`src/rtl/octr_pkg.sv`:
```
package octr_pkg;
  // Control word decoded from one octant code
  typedef struct packed {
    logic xinv;  // negate core cosine
    logic yinv;  // negate core sine
    logic swap;  // exchange after negation
  } octr_ctl_t;

  localparam int OCT_BITS = 3;
endpackage

```
`src/rtl/octr_delay.sv`:
```
module octr_delay #(
  parameter int DEPTH = 9,
  parameter int BITS  = 3
) (
  input  logic            clk,
  input  logic            rst,
  input  logic [BITS-1:0] d,
  output logic [BITS-1:0] q
);
  generate
    if (DEPTH == 0) begin : g_thru
      assign q = d;
    end else begin : g_chain
      logic [BITS-1:0] stg [DEPTH];
      always_ff @(posedge clk) begin
        if (rst) begin
          for (int i = 0; i < DEPTH; i++) stg[i] <= '0;
        end else begin
          stg[0] <= d;
          for (int i = 1; i < DEPTH; i++) stg[i] <= stg[i-1];
        end
      end
      assign q = stg[DEPTH-1];
    end
  endgenerate
endmodule

```
`src/rtl/octr_decode.sv`:
```
module octr_decode
  import octr_pkg::*;
(
  input  logic [OCT_BITS-1:0] oct,
  output octr_ctl_t           ctl
);
  always_comb begin
    unique case (oct)
      3'b000:  ctl = '{xinv: 1'b0, yinv: 1'b0, swap: 1'b0};
      3'b001:  ctl = '{xinv: 1'b0, yinv: 1'b0, swap: 1'b1};
      3'b010:  ctl = '{xinv: 1'b0, yinv: 1'b1, swap: 1'b1};
      3'b011:  ctl = '{xinv: 1'b1, yinv: 1'b0, swap: 1'b0};
      3'b100:  ctl = '{xinv: 1'b1, yinv: 1'b1, swap: 1'b0};
      3'b101:  ctl = '{xinv: 1'b1, yinv: 1'b1, swap: 1'b1};
      3'b110:  ctl = '{xinv: 1'b1, yinv: 1'b0, swap: 1'b1};
      default: ctl = '{xinv: 1'b0, yinv: 1'b1, swap: 1'b0};
    endcase
  end
endmodule

```
`src/rtl/octr_negsat.sv`:
```
module octr_negsat #(
  parameter int W = 16
) (
  input  logic signed [W-1:0] a,
  input  logic                neg,
  output logic signed [W-1:0] y
);
  localparam logic signed [W-1:0] MINV = {1'b1, {(W-1){1'b0}}};
  localparam logic signed [W-1:0] MAXV = {1'b0, {(W-1){1'b1}}};

  always_comb begin
    if (!neg)          y = a;
    else if (a == MINV) y = MAXV;
    else               y = -a;
  end
endmodule

```
`src/rtl/octant_rebuild.sv`:
```
module octant_rebuild
  import octr_pkg::*;
#(
  parameter int W     = 16,
  parameter int DEPTH = 9
) (
  input  logic                clk,
  input  logic                rst,
  input  logic [2:0]          oct_in,
  input  logic signed [W-1:0] cos_in,
  input  logic signed [W-1:0] sin_in,
  output logic signed [W-1:0] cos_out,
  output logic signed [W-1:0] sin_out
);
  logic [OCT_BITS-1:0] oct_al;
  octr_ctl_t           ctl;
  logic signed [W-1:0] x_n, y_n;

  octr_delay #(.DEPTH(DEPTH), .BITS(OCT_BITS)) u_dly (
    .clk(clk), .rst(rst), .d(oct_in), .q(oct_al)
  );

  octr_decode u_dec (.oct(oct_al), .ctl(ctl));

  octr_negsat #(.W(W)) u_negx (.a(cos_in), .neg(ctl.xinv), .y(x_n));
  octr_negsat #(.W(W)) u_negy (.a(sin_in), .neg(ctl.yinv), .y(y_n));

  always_ff @(posedge clk) begin
    if (rst) begin
      cos_out <= '0;
      sin_out <= '0;
    end else if (ctl.swap) begin
      cos_out <= y_n;
      sin_out <= x_n;
    end else begin
      cos_out <= x_n;
      sin_out <= y_n;
    end
  end
endmodule

```
`config.mk`:
```
export PLATFORM = sky130hd
export DESIGN_NAME = octant_rebuild
export DESIGN_NICKNAME = d
export VERILOG_FILES = /design/src/rtl/octr_pkg.sv /design/src/rtl/octr_delay.sv /design/src/rtl/octr_decode.sv /design/src/rtl/octr_negsat.sv /design/src/rtl/octant_rebuild.sv
export SDC_FILE = /design/constraint.sdc
export NUM_CORES = 1
export LEC_CHECK = 0
export ABC_AREA = 0
export ABC_CLOCK_PERIOD_IN_PS = 2400
export CORE_ASPECT_RATIO = 0.9
export CORE_MARGIN = 1
export CORE_UTILIZATION = 44
export CTS_BUF_LIST = sky130_fd_sc_hd__clkbuf_4 sky130_fd_sc_hd__clkbuf_8 sky130_fd_sc_hd__clkbuf_16
export DETAILED_ROUTE_END_ITERATION = 16
export PLACE_DENSITY = 0.76
export SYNTH_ARGS = -nofsm -noshare
export SYNTH_HDL_FRONTEND = slang
export SYNTH_SLANG_ARGS = --single-unit
```
`constraint.sdc`:
```
create_clock -name clk -period 2.4 [get_ports clk]
set_clock_uncertainty 0.1 [all_clocks]
set_input_delay 0.36 -clock clk [delete_from_list [all_inputs] [get_ports clk]]
set_output_delay 0.36 -clock clk [all_outputs]
set_load 0.01 [all_outputs]
```
======== Yosys cells after proc, flatten, opt, wreduce, memory -nomap -nowiden ========
Memory sizes are Yosys's and may differ from the RTL's.
Index checks and enable logic that the tools add are counted.
storage, ports and cells
  input bits .............................. 37
  memories kept ........................... 1
  word-level logic and storage cells ...... 42
  RAM bits ................................ 27
  register bits ........................... 32
cells by class
  bitwise gates (word level) .............. 9
  reduce and logical (&&, ||, !) cells .... 1
  $add $sub $neg .......................... 2
  equality and inequality tests ........... 8
  mux-type cells .......................... 19
memories
  name               depth  bits a word  read ports  clocked after memory_dff  wr ports  RTL line          RTL
  u_dly.g_chain.stg  9      3            9           0                         9         octr_delay.sv:14  logic [BITS-1:0] stg [DEPTH];
operators with widths
  cell                  count
  $mux 16               6
  $eq 16x16->1 const B  2
  $neg 16->16           2
  $mux 3                9
  $pmux 3 s7            1
  $eq 3x3->1 const B    3
  $or 1x1->1            9
  $eq 3x2->1 const B    2
  $eq 3x1->1 const B    1
  $logic_not 3->1       1
  $mux 1                3

======== Depth between registers and ports, before layout ========
  word-level depth ........................ 4
  gate-level depth with buffers ........... 8
  mapped depth without buffers ............ 7

======== Modules after synthesis ========
From an unflattened synthesis, not the netlist that was laid out.
unflattened totals
  cell total of the unflattened synthesis .. 301
  area, all modules ....................... 2,872.8 um^2
modules (own cells, without submodules)
  module          cells each  area each (um^2)  instances
  octant_rebuild  103         1,163.6           1
  octr_negsat     67          450.4             2
  octr_delay      59          772.0             1
  octr_decode     5           36.3              1

======== Least setup slack after synthesis ========
No wires, ideal clock.
  path type ............................... reg-to-reg
  start point ............................. mem u_dly.g_chain.stg[8][0] (netlist: u_dly.g_chain.stg[0][24])
  end point ............................... reg cos_out[8]
  path buffers ............................ 1
  setup slack ............................. 131 ps
  data arrival time ....................... 2,073 ps
  cell stages (with the launch flop) ...... 8
  setup time .............................. 95 ps
  period minus slack after synthesis ...... 2,269 ps
  data required time ...................... 2,205 ps
  cells stage by stage .................... dfxtp_1 -> inv_1 -> ha_1 -> or3_1 -> a32oi_1 -> clkbuf_1 -> o221ai_1 -> a221oi_1
RTL lines
  what                  RTL line              RTL
  from (decl)           octr_delay.sv:14
  to (signal assigned)  octant_rebuild.sv:33  cos_out <= y_n;
  to (signal assigned)  octant_rebuild.sv:36  cos_out <= x_n;
  to (decl)             octant_rebuild.sv:12  output logic signed [W-1:0] cos_out,

======== Worst setup path after layout ========
  start point ............................. in cos_in[3]
  end point ............................... reg sin_out[12]
between the ends
  longest elaborated chain between the ends .. 4
ends and longest elaborated chain
  what                                         RTL line                              RTL
  from (decl)                                  octant_rebuild.sv:10                  input logic signed [W-1:0] cos_in,
  $neg 16->16 or $eq 16x16->1 (tied branches)  octr_negsat.sv:14, octr_negsat.sv:13
  $mux 16 (*)                                  octr_negsat.sv:13                     else if (a == MINV) y = MAXV;
  $mux 16 (*)                                  octr_negsat.sv:12                     if (!neg) y = a;
  $mux 16 (*)                                  octant_rebuild.sv:32                  end else if (ctl.swap) begin
  to (signal assigned)                         octant_rebuild.sv:34                  sin_out <= x_n;
  to (signal assigned)                         octant_rebuild.sv:37                  sin_out <= y_n;
  to (decl)                                    octant_rebuild.sv:13                  output logic signed [W-1:0] sin_out
Mark *: on every way between the ends. The rest lies on a longest branch, timed or not.
A chain may end at the register's enable or synchronous reset.

==> impl_results.md <==
- Met2 wire length: 3730 µm
- F_max: 417 MHz
- Rel. slew slack: 0.607
- Final min period: 2400 ps
- Syn nets: 347
- Cell variety after synth: 49
- Clk_lat worst skew: 340 ps
- Die ar.: 6560 µm²
- CTS hold repair buffers: 0
- Core area: 5860 µm²
- TritonRoute pass-1 iters: 5
- Largest net degree at the start of global routing: 44
- Crit path kind: in2reg
- Num CTS Buffers: 9
- DRT met1 WL: 3430 µm
- WL final: 8070 µm
- Finished Cell Area: 4150 µm²
- Vias in the first global route: 2,543
- N_diodes: 0
- Max cap viols: 0
- Dpl hpwl: 5610 µm
- Vias per cell: 5.84
- Initial antenna violation count: 0
- Worst Hold Class: reg2reg
- H-Tree Level Count: 3
- Worst vdd ir: 0.000386 V
- Pwr/cell area: 574 nW/µm²
- Slew Viols, Final: 0
- Area share of the largest cell type after synthesis: 0.430
- Top fanout value on the critical path: 9
- Post-route DRC: 0
- Final setup fails: 0
- Outcome: finished, final reports clean
- Final hold viol count: 0
- Worst-path clk slew: 60 ps
- Remaining antenna violation count: 0
- Mapped Cells: 303
- Ys flop type: dfxtp_1
- Tot Pwr: 2.38 mW
- DR iter-0 viols: 208
- Global-route usage over all layers: 0.243
- FF+latch count, synth: 59
- Final Cycle Share: 0.999
- Top post-synthesis cells by area: dfxtp_1 (43%), nor2b_1 (6.2%), nor2_1 (3.6%)
- Unrepaired setup endpoints after global routing: true
- Starting Density: 0.469
- Syn avg cell area: 9.06 µm²
- Synth top cells by count: dfxtp_1 (59), nor2b_1 (27), nor2_1 (26), nor3_1 (19), o21ai_0 (15)
- Worst Tran Pin Value: 587 ps
- CP Launch Type: input port
- CTS sink count: 59
- Total grt overflow: 0
- Met3 wire length: 729 µm
- DR vias: 2,878
- Post-synth ARST share: 0
- Area Growth Syn to Fin: 51.1%
- Uppermost layer routed: met4
- Area of the multi-input gates: 1580 µm²
- Most common cell in the synthesized netlist: dfxtp_1
- Critical Path AT: 2500 ps
- Number of buffers added on ports: 68
- CTS tree: done
- First-pass GRT wire length: 12,200 µm
- Syn. warnings: 0
- Worst path required time: 2500 ps
- Number of flops mapped to enable cells by yosys: 0
- Cell Area, Placed: 3780 µm²
- Root buf cell: clkbuf_8
- Die Width: 85.2 µm
- FILL cells: 465
- Longest Clk Path Bufs: 2
- Synth area leader: dfxtp_1
- Setup crit end kind: register
- Mapped Area: 2740 µm²
- Row Count: 26
- Die height: 76.9 µm
- Sequential fraction of the synthesis area: 0.430
- Leak Pwr: 1.62 nW
- Avg WL per Cell: 16.4 µm
- Register area: 1180 µm²
- Placer Congestion: 0.928
- Layout cells sized above 1: 0.208
- # IOs: 69
- Nets: 462
-- registers in the layout, indices dropped and copies added, names as in the netlist --
signal	flops
u_dly.g_chain.stg	27
sin_out	16
cos_out	16
-- cell usage in the layout (no fill, tap or decap), types with 10 or more instances in the layout --
cell type and count:
nor3_1 19, clkbuf_8 11, o22ai_1 10, o21ai_0 10, nor2b_1 27, nor2_1 23
dfxtp_1 58, nand2_1 11, buf_4 42, clkdlybuf4s50_1 64
-- routing by layer --
layer  vias to the layer above  track usage
met3                        21       0.0667
met4                         0       0.0949
met2                       173        0.374
li1                       1358            -
met1                      1326        0.322
met5                         -            0
-- cell type report --
cell class,instances,area share
multi-input cells,226,0.381
flip-flops and latches,59,0.285
repair buffers,112,0.248
clock buffers,12,0.0383
well taps,70,0.0211
clock inverters,4,0.0175
inverters,10,0.00906
-- kinds of logic after synthesis --
kind of cell	after synthesis	synth area share
AOI/OAI and AO/OA	78	0.203
DFF	59	0.430
adders and majority gates	7	0.0319
xor gates and xnor gates	14	0.0447
and+or+nand+nor	125	0.259
buffers and inverters	19	0.0274
muxes	1	0.00365
-- repair_timing --
action / 4_1_cts / 5_1_grt
gates resized for setup: 6 / 23
gates cloned: 0 / 1
endpoints found under the hold margin: 0 / 0
setup buffers: 0 / 3
pin swaps: 1 / 18
setup endpoints to repair: 14 / 28
-- worst paths after layout --
kind | from | to | slack, ps | depth (start not counted)
max reg2reg | u_dly.g_chain.stg[0][24] | sin_out[12] | 30 | 9
min | u_dly.g_chain.stg[0][8] | u_dly.g_chain.stg[0][11] | 330 | 1
min reg2reg | u_dly.g_chain.stg[0][8] | u_dly.g_chain.stg[0][11] | 330 | 1
max | cos_in[3] | sin_out[12] | 2 | 7
-- power by group --
group,switching [mW],leakage (nW),internal (mW)
registers,0.0114,0.486,1.02
logic,0.143,1.01,0.175
clock network,0.382,0.116,0.651
-- through the flow --
step / std cells / hold slack [ps] / setup TNS [ps] / utilization / setup WS (ps)
2_1_floorplan: 303 / 314 / 0 / - / 131
3_3_place_gp: 473 / 317 / -7940 / 0.646 / -350
3_5_place_dp: 473 / 320 / -9820 / 0.646 / -420
4_1_cts: 489 / 337 / -23.5 / 0.687 / -14.0
5_1_grt: 493 / 354 / -453 / 0.708 / -78.0
6_report: 493 / 335 / 0 / 0.708 / 2.45
-- worst max-delay path, cell delays in order --
cell and delay, ps:
clkdlybuf4s50_1 430, or4_4 560, or3_1 390, buf_6 170, o21ai_1 160, xor2_1 320
a221oi_2 100
No activity file was read; power rests on OpenSTA's default activity.
